===== src/rtl/nmi_agg_pkg.sv =====
package nmi_agg_pkg;
  localparam int NSRC     = 5;
  localparam int SRC_PEER = 0;
  localparam int SRC_CLK  = 1;
  localparam int SRC_PIN  = 2;
  localparam int SRC_VEC  = 3;
  localparam int SRC_LINK = 4;
  localparam logic [NSRC-1:0] EN_RESET_VAL = 5'b01111;
  localparam logic [NSRC-1:0] EN_LOCK_MASK = 5'b01000;
  typedef enum logic {WR_FLAG_CLR = 1'b0, WR_EN_SET = 1'b1} wr_sel_e;
endpackage


===== src/rtl/nmi_pin_sync.sv =====
module nmi_pin_sync #(
  parameter int STAGES = 2
) (
  input  logic clk,
  input  logic rst_n,
  input  logic pin_async,
  output logic rise
);
  localparam int LAST = STAGES;

  logic [LAST:0] sh_q, sh_d;

  always_comb begin
    sh_d = {sh_q[LAST-1:0], pin_async};
  end

  always_ff @(posedge clk or negedge rst_n) begin
    if (!rst_n) sh_q <= '0;
    else        sh_q <= sh_d;
  end

  assign rise = sh_q[LAST-1] & ~sh_q[LAST];
endmodule


===== src/rtl/nmi_flag_bank.sv =====
module nmi_flag_bank #(
  parameter int N = 5
) (
  input  logic         clk,
  input  logic         rst_n,
  input  logic [N-1:0] evt,
  input  logic [N-1:0] clr,
  output logic [N-1:0] flag
);
  for (genvar i = 0; i < N; i++) begin : g_bit
    logic upd, nxt, q;

    always_comb begin
      upd = evt[i] | clr[i];
      nxt = evt[i] | (q & ~clr[i]);
    end

    always_ff @(posedge clk or negedge rst_n) begin
      if (!rst_n)   q <= 1'b0;
      else if (upd) q <= nxt;
    end

    assign flag[i] = q;


    evt_wins_chk: assert property (@(posedge clk) disable iff (!rst_n)
      evt[i] |=> flag[i]);

    fall_needs_clr_chk: assert property (@(posedge clk) disable iff (!rst_n)
      $fell(flag[i]) |-> $past(clr[i]));
  end
endmodule


===== src/rtl/nmi_enable_reg.sv =====
module nmi_enable_reg #(
  parameter int             N         = 5,
  parameter logic [N-1:0]   RST_VAL   = '1,
  parameter logic [N-1:0]   LOCK_MASK = '0
) (
  input  logic         clk,
  input  logic         rst_n,
  input  logic [N-1:0] set,
  output logic [N-1:0] en
);
  logic [N-1:0] en_q, en_d;
  logic         upd;

  always_comb begin
    upd  = |set;
    en_d = en_q | set | LOCK_MASK;
  end

  always_ff @(posedge clk or negedge rst_n) begin
    if (!rst_n)   en_q <= RST_VAL | LOCK_MASK;
    else if (upd) en_q <= en_d;
  end

  assign en = en_q;

  for (genvar i = 0; i < N; i++) begin : g_chk

    en_sticky_chk: assert property (@(posedge clk) disable iff (!rst_n)
      !$fell(en[i]));
  end
endmodule


===== src/rtl/nmi_src_agg.sv =====
module nmi_src_agg
  import nmi_agg_pkg::*;
#(
  parameter int SYNC_STAGES = 2
) (
  input  logic            clk,
  input  logic            rst_n,
  input  logic            evt_peer_rst,
  input  logic            evt_clk_fail,
  input  logic            evt_vec_err,
  input  logic            evt_link_stuck,
  input  logic            pin_nmi,
  input  logic            pin_alt_sel,
  input  logic            wr_en,
  input  logic            wr_sel,
  input  logic [NSRC-1:0] wr_data,
  output logic            nmi_req,
  output logic [NSRC-1:0] flags,
  output logic [NSRC-1:0] enables
);
  logic            pin_rise;
  logic [NSRC-1:0] evt_vec, clr_vec, set_vec;

  nmi_pin_sync #(.STAGES(SYNC_STAGES)) u_pin (
    .clk(clk), .rst_n(rst_n), .pin_async(pin_nmi), .rise(pin_rise)
  );

  always_comb begin
    evt_vec           = '0;
    evt_vec[SRC_PEER] = evt_peer_rst;
    evt_vec[SRC_CLK]  = evt_clk_fail;
    evt_vec[SRC_PIN]  = pin_rise & pin_alt_sel;
    evt_vec[SRC_VEC]  = evt_vec_err;
    evt_vec[SRC_LINK] = evt_link_stuck;
    clr_vec = (wr_en && wr_sel_e'(wr_sel) == WR_FLAG_CLR) ? wr_data : '0;
    set_vec = (wr_en && wr_sel_e'(wr_sel) == WR_EN_SET)   ? wr_data : '0;
  end

  nmi_flag_bank #(.N(NSRC)) u_flags (
    .clk(clk), .rst_n(rst_n), .evt(evt_vec), .clr(clr_vec), .flag(flags)
  );

  nmi_enable_reg #(.N(NSRC), .RST_VAL(EN_RESET_VAL), .LOCK_MASK(EN_LOCK_MASK)) u_en (
    .clk(clk), .rst_n(rst_n), .set(set_vec), .en(enables)
  );

  assign nmi_req = |(flags & enables);


  req_drop_on_clr_chk: assert property (@(posedge clk) disable iff (!rst_n)
    $fell(nmi_req) |-> $past(wr_en && !wr_sel));

  pin_needs_sel_chk: assert property (@(posedge clk) disable iff (!rst_n)
    $rose(flags[SRC_PIN]) |-> $past(pin_alt_sel));

  vec_en_on_chk: assert property (@(posedge clk) disable iff (!rst_n)
    enables[SRC_VEC]);
endmodule


===== config.mk =====
export PLATFORM = sky130hd
export DESIGN_NAME = nmi_src_agg
export DESIGN_NICKNAME = d
export VERILOG_FILES = /design/src/rtl/nmi_agg_pkg.sv /design/src/rtl/nmi_pin_sync.sv /design/src/rtl/nmi_flag_bank.sv /design/src/rtl/nmi_enable_reg.sv /design/src/rtl/nmi_src_agg.sv
export SDC_FILE = /design/constraint.sdc
export NUM_CORES = 1
export LEC_CHECK = 0
export BUFFER_PORTS_ARGS = -buffer_cell sky130_fd_sc_hd__buf_2
export CAP_MARGIN = 30
export CORE_AREA = 4 4 41 43
export DETAILED_ROUTE_END_ITERATION = 10
export DIE_AREA = 0 0 45 47
export GPL_TIMING_DRIVEN = 0
export MAX_ROUTING_LAYER = met4
export PLACE_DENSITY = 0.68
export SYNTH_ARGS = -nofsm -noshare
export SYNTH_HDL_FRONTEND = slang
export SYNTH_SLANG_ARGS = --single-unit
export TNS_END_PERCENT = 1

===== constraint.sdc =====
create_clock -name clk -period 1.3 [get_ports clk]
set_input_delay 0 -clock clk [delete_from_list [all_inputs] [get_ports clk]]
set_output_delay 0 -clock clk [all_outputs]
set_load 0.02 [all_outputs]

# Yosys cells after proc, flatten, opt, wreduce, memory -nomap -nowiden
# Index checks and enable logic that the tools add are counted.
# classes
n_mux,2
bitwise_logic,26
n_reduce_logical,4
# ops
operator,count
5-bit two-way mux,2
1-bit OR,10
5-bit OR reduction,2
1-bit bitwise AND,7
1-bit inverter,7
5-bit bitwise AND,1
5-bit OR,1
1-bit logical AND,2
# totals
register_bits,12
input_bits,15
output_inout_bits,11
word_cells,39

# Logic depth before layout (Yosys ltp)
# Gate-level depths: netlist of run 1.
# depth
ltp_word,6
ltp_mapped,3
depth_no_buf,2

# Hierarchy
# From an unflattened synthesis of run 1, not the netlist that was laid out.
# hier_totals
cells_unflattened,49
hier_area_um2,551.8
# modules_own_cells
module,n_inst,cells_per_inst,area_per_inst_um2,seq_area_each_um2
nmi_flag_bank,1,20,219.0,125.1
nmi_enable_reg,1,10,140.1,103.8
nmi_src_agg,1,15,103.8,0.0
nmi_pin_sync,1,4,88.8,75.1

# Least setup slack after synthesis of run 1
# OpenSTA, ideal clock, no wires.
# synth_timing
path_kind,register to output
from,"register u_en.en_q[1], in the netlist u_en.en[1]"
to,output port nmi_req
t_arrival_ps,878
t_required_ps,1300
setup_slack_ps,422
stages_incl_launch_ff,3
path_buffers,0
cell_sequence,dfstp_2 > a222oi_1 > nand2_1
# synth_between
elab_chain_cells,2
# synth_rtl
item,line_no,rtl
from (decl),nmi_enable_reg.sv:11,"logic [N-1:0] en_q, en_d;"
from (signal assigned),nmi_enable_reg.sv:20,if (!rst_n) en_q <= RST_VAL | LOCK_MASK;
from (signal assigned),nmi_enable_reg.sv:21,else if (upd) en_q <= en_d;
5-bit bitwise AND,nmi_src_agg.sv:47,assign nmi_req = |(flags & enables);
5-bit OR reduction,nmi_src_agg.sv:47,
to (decl),nmi_src_agg.sv:17,"output logic nmi_req,"
# Every way passes these cells.

# Final worst setup path of run 1
# layout_timing
from,register u_flags.g_bit[1].q
to,output port nmi_req
# layout_between
elab_chain_cells,2
# layout_rtl
item,line_no,rtl
from (decl),nmi_flag_bank.sv:11,"logic upd, nxt, q;"
from (signal assigned),nmi_flag_bank.sv:20,else if (upd) q <= nxt;
5-bit bitwise AND,nmi_src_agg.sv:47,
5-bit OR reduction,nmi_src_agg.sv:47,
# Every way passes these cells.

==> flow_summary.toml, run 1 <==
[setup_path]
cp_max_fo = 3
worstPathArrival_ns = 1.24
crit_family = "flip-flops"
worst-setup-path-type = "reg -> out"
worstSetupEndpointType = "primary output"
slowest_delay_ns = 0.41
cp-start-kind = "register"
worstPathRequired_ns = 1.30
critical_path_buf_inv_count = 1
path_cells = "a222oi_1 -> nand2_1 -> buf_2"
slowest_stage = "dfrtp_1"

[synth]
synth_cell_type_count = 11
synth-seq-cells = 12
synth_nets = 53
avgSynthCellArea_um2 = 13.01
synth-seq-area-share_pct = 61.52
yosysWarnings = 0
synthCells = 38
syn_area_um2 = 494.2

[cts]
clock-root-buffer = "clkbuf_4"
insertion_delay_ns = 0.27
cts_buffers = 3
cts_sinks = 12
htree_levels = 1
clk_pin_slew_ns = 0.07
cts.path.max_buffers = 2
cts_tree = "built"

[sta]
hold_viol_final = 0
hold_ws_ns = 0.03151
drv_slew = 0
layout_min_cycle_time_ns = 1.240
setup_viol = 0
fin_crit_sh_pct = 95.41
rsz0062_at_grt = "no"
fin_worst_skew_ns = 0.004352
tns_ns = 0
max_freq_mhz = 806.3

[floorplanning]
die_w_um = 45
num_rows = 13
core_region_area_um2 = 1301
start_util_pct = 37.98
die_h_um = 47
ios = 26
dieArea_um2 = 2115

[cells_and_area]
layout.nets = 92
fin_area_um2 = 764.5
antenna_cells = 0
area_delta_synth_final_pct = 54.68
drive_gt1_share_pct = 52.63

[global_route]
grt_usage_pct = 13.86
grt-ovfl-total = 0
grt_pass1_wl_um = 1945
grt_antenna_before_repair = 0
grt_pass1_vias = 445
grt_max_degree = 13

[route]
drtIter0Drc = 3
dr.pass1.iters = 4
via_count = 440
antenna_left = 0
remaining_drc_errors = 0
viasPerCell = 4.835
wl_per_cell_um = 12.33
wirelength_um = 1122

[pwr]
power.switching_mw = 0.1824
ir_worst_vdd_mv = 0.8352
p_leak_nw = 0.3314
clkPwrFrac_pct = 31.0
swShare_pct = 23.89
seq_power_share_pct = 52.6
cellPowerDensity_nw_per_um2 = 998.6
p_int_mw = 0.5810
combPwrFrac_pct = 16.4

[place]
dpl-instance-area_um2 = 628.1
globalplace.congestion = 0.6289
portBuffers = 23

[hold_path]
hp-class = "in -> reg"

[flow_run]
cap_violations = 0

[run_status]
status = "completed"
[state kept, by name, summed over array words and instances (netlist names)]
name,cells
u_pin.sh_q,3
u_flags.g_bit.q,5
u_en.en,4
[final timing paths]
| kind | from | to | slack, ns | depth (start not counted) |
|---|---|---|---|---|
| min reg2reg | u_pin.sh_q[0] | u_pin.sh_q[1] | 0.36 | 0 |
| min | wr_data[3] | u_flags.g_bit[3].q | 0.03 | 3 |
| max in group asynchronous | rst_n | u_en.en[1] | 0.88 | 2 |
| max reg2reg | u_en.en[4] | u_en.en[4] | 0.58 | 1 |
| max | u_flags.g_bit[1].q | nmi_req | 0.06 | 3 |
| min in group asynchronous | rst_n | u_flags.g_bit[3].q | 0.14 | 2 |
[power by group through the flow]
stage          logic [mW]  registers [mW]  clock network (mW)
2_1_floorplan      0.0569           0.406                   0
3_3_place_gp       0.0994           0.408                   0
3_5_place_dp        0.101           0.409                   0
4_1_cts             0.126           0.401               0.248
5_1_grt             0.138           0.404               0.271
6_report            0.125           0.402               0.237
[cells by family after synthesis]
group / share of synthesized area, %
DFF: 61.52
AOI/OAI and AO/OA: 17.97
and+or+nand+nor: 9.115
buffers and inverters: 10.63
other: 0.7588
[stage by stage]
step | power, mW | cells | setup slack (ns) | utilization (%)
floorplan | 0.4624 | 38 | 0.4223 | -
global placement | 0.5075 | 76 | 0.3199 | 48.27
detailed placement | 0.5098 | 76 | 0.3310 | 48.27
CTS | 0.7760 | 91 | 0.03202 | 58.75
global route | 0.8128 | 91 | 0.005514 | 58.75
finish | 0.7634 | 91 | 0.05973 | 58.75
[synth_stat cells]
| library cell | number | area, um2 |
|---|---|---|
| buf_4 | 7 | 52.55 |
| dfrtp_1 | 9 | 225.2 |
| a222oi_1 | 1 | 10.01 |
| a31o_2 | 4 | 35.03 |
| a21oi_1 | 1 | 5.000 |
| conb_1 | 1 | 3.750 |
| nand2_1 | 2 | 7.510 |
| dfstp_2 | 3 | 78.83 |
| nand3b_1 | 5 | 37.54 |
| a21o_1 | 4 | 30.03 |
| o2bb2ai_1 | 1 | 8.760 |
[routing by layer]
layer / global-route usage (%) / wire length, um / up-vias
met2: 24.01 / 605 / 16
met4: 3.509 / 0 / 0
li1: - / - / 207
met1: 13.84 / 415 / 217
met3: 6.897 / 101 / 0
met5: - / 0 / -
[cell type report]
| class | count | area [um2] |
|---|---|---|
| fillers | 119 | 536.8 |
| flip-flops and latches | 12 | 304.0 |
| repair buffers | 34 | 225.2 |
| multi-input cells | 19 | 137.6 |
| plain buffers | 7 | 52.55 |
| clock buffers | 4 | 26.28 |
| well taps | 15 | 18.77 |
[timing repair]
item | 4_1_cts | 5_1_grt
setup buffers | 0 | 0
endpoints found under the setup margin | 0 | 1
hold buffers | 11 | 0
gates resized for setup | 0 | 0
endpoints found under the hold margin | 22 | 0
[layout by cell type, fill, tap and decap left out, types with 2 or more instances in the layout]
cell	n
buf_4	7
a21o_1	4
clkbuf_4	3
nand2_1	2
a31o_2	4
dfstp_2	3
dfrtp_1	9
nand3b_1	5
dlygate4sd3_1	11
buf_2	23
[worst min-delay path: stages]
cell	delay, ns
buf_2	0.09
nand3b_1	0.07
a21o_1	0.11
Power figures use the tool's default switching activity.
==> run 2: changes to the inputs <==
--- a/config.mk
+++ b/config.mk
@@ -5,14 +5,15 @@
 export SDC_FILE = /design/constraint.sdc
 export NUM_CORES = 1
 export LEC_CHECK = 0
+export ABC_AREA = 1
 export BUFFER_PORTS_ARGS = -buffer_cell sky130_fd_sc_hd__buf_2
 export CAP_MARGIN = 30
-export CORE_AREA = 4 4 41 43
+export CORE_MARGIN = 4
+export CORE_UTILIZATION = 40
 export DETAILED_ROUTE_END_ITERATION = 10
-export DIE_AREA = 0 0 45 47
 export GPL_TIMING_DRIVEN = 0
 export MAX_ROUTING_LAYER = met4
-export PLACE_DENSITY = 0.68
+export PLACE_DENSITY = 0.71
 export SYNTH_ARGS = -nofsm -noshare
 export SYNTH_HDL_FRONTEND = slang
 export SYNTH_SLANG_ARGS = --single-unit
==> flow_summary.toml, run 2 <==
[synth]
yosysMostFrequentCell = "nand2_1"
synthFlopType = "dfrtp_1"
synth_area_leader_cell = "dfrtp_1"
synthArstFlopShare_pct = 100.0
synth_top_cell_area_share_pct = 42.15
netlist_top_cells_area = "dfrtp_1, dfstp_2, nand2_1, buf_4, inv_1"
synthCells = 60
synth-seq-area-share_pct = 56.91
avgSynthCellArea_um2 = 8.904
synth-seq-cells = 12
yosysWarnings = 0
synth_commonest_cells = "nand2_1, inv_1, dfrtp_1"
syn_area_um2 = 534.3
synth_cell_type_count = 11
synth_nets = 75
synth_edf_count = 0

[flow_run]
cap_violations = 0

[pwr]
ir_worst_vdd_mv = 0.7275
clkPwrFrac_pct = 35.1
p_leak_nw = 0.4535
p_int_mw = 0.6327
combPwrFrac_pct = 16.7
seq_power_share_pct = 48.2
cellPowerDensity_nw_per_um2 = 1002
power.switching_mw = 0.1995
swShare_pct = 23.98

[setup_path]
critPathLaunch = "u_en.en[2]"
r2r_slack_ns = 0.05
path_cells = "o21bai_1 -> dlygate4sd3_1"
worst-setup-path-type = "reg -> reg"
worstSetupEndpointType = "register"
slowest_stage = "dlygate4sd3_1"
reg2reg_from = "u_en.en[2]"
reg2regPathDepth = 2
cp_max_fo = 3
regToRegEndpoint = "u_en.en[2]"
crit_end = "u_en.en[2]"
cp-start-kind = "register"
slowest_delay_ns = 0.56
worstPathRequired_ns = 1.51
crit_family = "buffers and inverters"
critical_path_cell_count = 2
worstPathArrival_ns = 1.46
critical_path_buf_inv_count = 1

[sta]
setup_viol = 0
max_freq_mhz = 799.4
fin_crit_sh_pct = 96.23
hold_viol_final = 0
tns_ns = 0
fin_ws_ns = 0.04907
rsz0062_at_grt = "no"
drv_slew = 0
fin_worst_skew_ns = 0.0001154
layout_min_cycle_time_ns = 1.251

[place]
dp_hpwl_um = 868.2
globalplace.congestion = 0.7450
placed_cells = 98
post-place-ws_ns = 0.4200
portBuffers = 24

[cells_and_area]
layout.nets = 116
registers.top_by_ff_count = "u_flags.g_bit.q"
largest_reg_flops = 5
fillers = 100
drive_gt1_share_pct = 38.00
multi_input_area_um2 = 140.1
register_area_um2 = 304.0
layout_commonest_cell = "buf_2"
final_cell_mix = "buf_2, nand2_1, inv_1, dlygate4sd3_1, dfrtp_1"
area_delta_synth_final_pct = 55.50
layoutNonFillerInstCount = 115

[route]
wl_per_cell_um = 11.27
drtIter0Drc = 12
wirelength_um = 1296
dr.pass1.iters = 4
via_count = 508
antenna_left = 0
remaining_drc_errors = 0
viasPerCell = 4.417

[cts]
cts_resized = 0
post_cts_buffers = 0
cts.path.max_buffers = 2
insertion_delay_ns = 0.27
cts_buffers = 3
clock-root-buffer = "clkbuf_4"
clk_pin_slew_ns = 0.08
htree_levels = 1
cts_tree = "built"
cts_sinks = 12

[global_route]
grt_max_degree = 13
grt_antenna_before_repair = 0
grt_pass1_wl_um = 2228
grt-ovfl-total = 0
grt_usage_pct = 15.69
grt_pass1_vias = 515

[hold_path]
hp-class = "in -> reg"

[floorplanning]
dieArea_um2 = 1984
num_rows = 12
start_util_pct = 45.04
core_region_area_um2 = 1186
ios = 26
die_w_um = 44.55
die_h_um = 44.55

[run_status]
status = "completed"
==> run 2: cell count changes in the layout (fill, tap and decap cells not counted), moves of 4 or more <==
cell / change
o21bai_1: +4
inv_1: +12
nand2_1: +15
a31o_2: -4
a21o_1: -4
nand3_1: +5
nand3b_1: -4
==> run 2: worst min-delay path by stage <==
stage / start / cells after the start / end
floorplan: rst_n / 0 / u_en.en[4]
global placement: rst_n / 1 / u_flags.g_bit[0].q
detailed placement: rst_n / 1 / u_flags.g_bit[3].q
CTS: wr_sel / 3 / u_en.en[0]
global route: wr_sel / 3 / u_en.en[0]
finish: wr_data[3] / 4 / u_flags.g_bit[3].q
==> run 2: logic make-up after synthesis <==
| family | after synthesis | share of synthesized area (%) |
|---|---|---|
| other cells | 1 | 0.7019 |
| simple gates | 25 | 19.91 |
| buf+inv | 18 | 16.86 |
| compound gates | 4 | 5.621 |
| flops | 12 | 56.91 |
==> run 2: area by class of cell <==
cell class | count | area share (%)
Sequential cell | 12 | 36.60
Multi-Input combinational cell | 30 | 16.87
Antenna cell | 1 | 0.3012
Clock buffer | 4 | 4.367
Inverter | 12 | 5.422
Timing Repair Buffer | 36 | 28.92
Tap cell | 14 | 2.108
Buffer | 6 | 5.422
==> run 2: timing repair <==
action	4_1_cts	5_1_grt
hold buffers	13	0
setup endpoints to repair	0	1
endpoints found under the hold margin	22	0
==> run 2: worst reg2reg max path, cell delays in order, from the launching register on <==
cell and delay [ns]:
dfstp_2 0.54, o21bai_1 0.10, dlygate4sd3_1 0.56
==> run 2: layer usage <==
| layer | wire (um) | global-route usage, % | up-vias |
|---|---|---|---|
| met5 | 0 | - | - |
| met1 | 535 | 17.04 | 230 |
| met2 | 634 | 27.51 | 19 |
| li1 | - | - | 255 |
| met3 | 93 | 3.659 | 4 |
| met4 | 32 | 5.422 | 0 |
==> run 2: per-stage QoR <==
stage	cell area, um2	hold slack [ns]	util (%)	total power, mW
2_1_floorplan	534.3	-0.2956	-	0.4702
3_3_place_gp	671.9	-0.1125	56.65	0.5181
3_5_place_dp	671.9	-0.1081	56.65	0.5225
4_1_cts	838.3	0.003371	70.68	0.8437
5_1_grt	828.3	0.02080	69.83	0.8733
6_report	830.8	0.01059	70.04	0.8322
==> run 2: power by group through the flow <==
| stage | Sequential (mW) | Clock, mW | Combinational (mW) |
|---|---|---|---|
| final | 0.401 | 0.292 | 0.139 |
| after global routing | 0.405 | 0.314 | 0.154 |
| after CTS | 0.402 | 0.302 | 0.140 |
| after detailed placement | 0.408 | 0 | 0.114 |
| after global placement | 0.407 | 0 | 0.111 |
| after floorplan | 0.405 | 0 | 0.0648 |
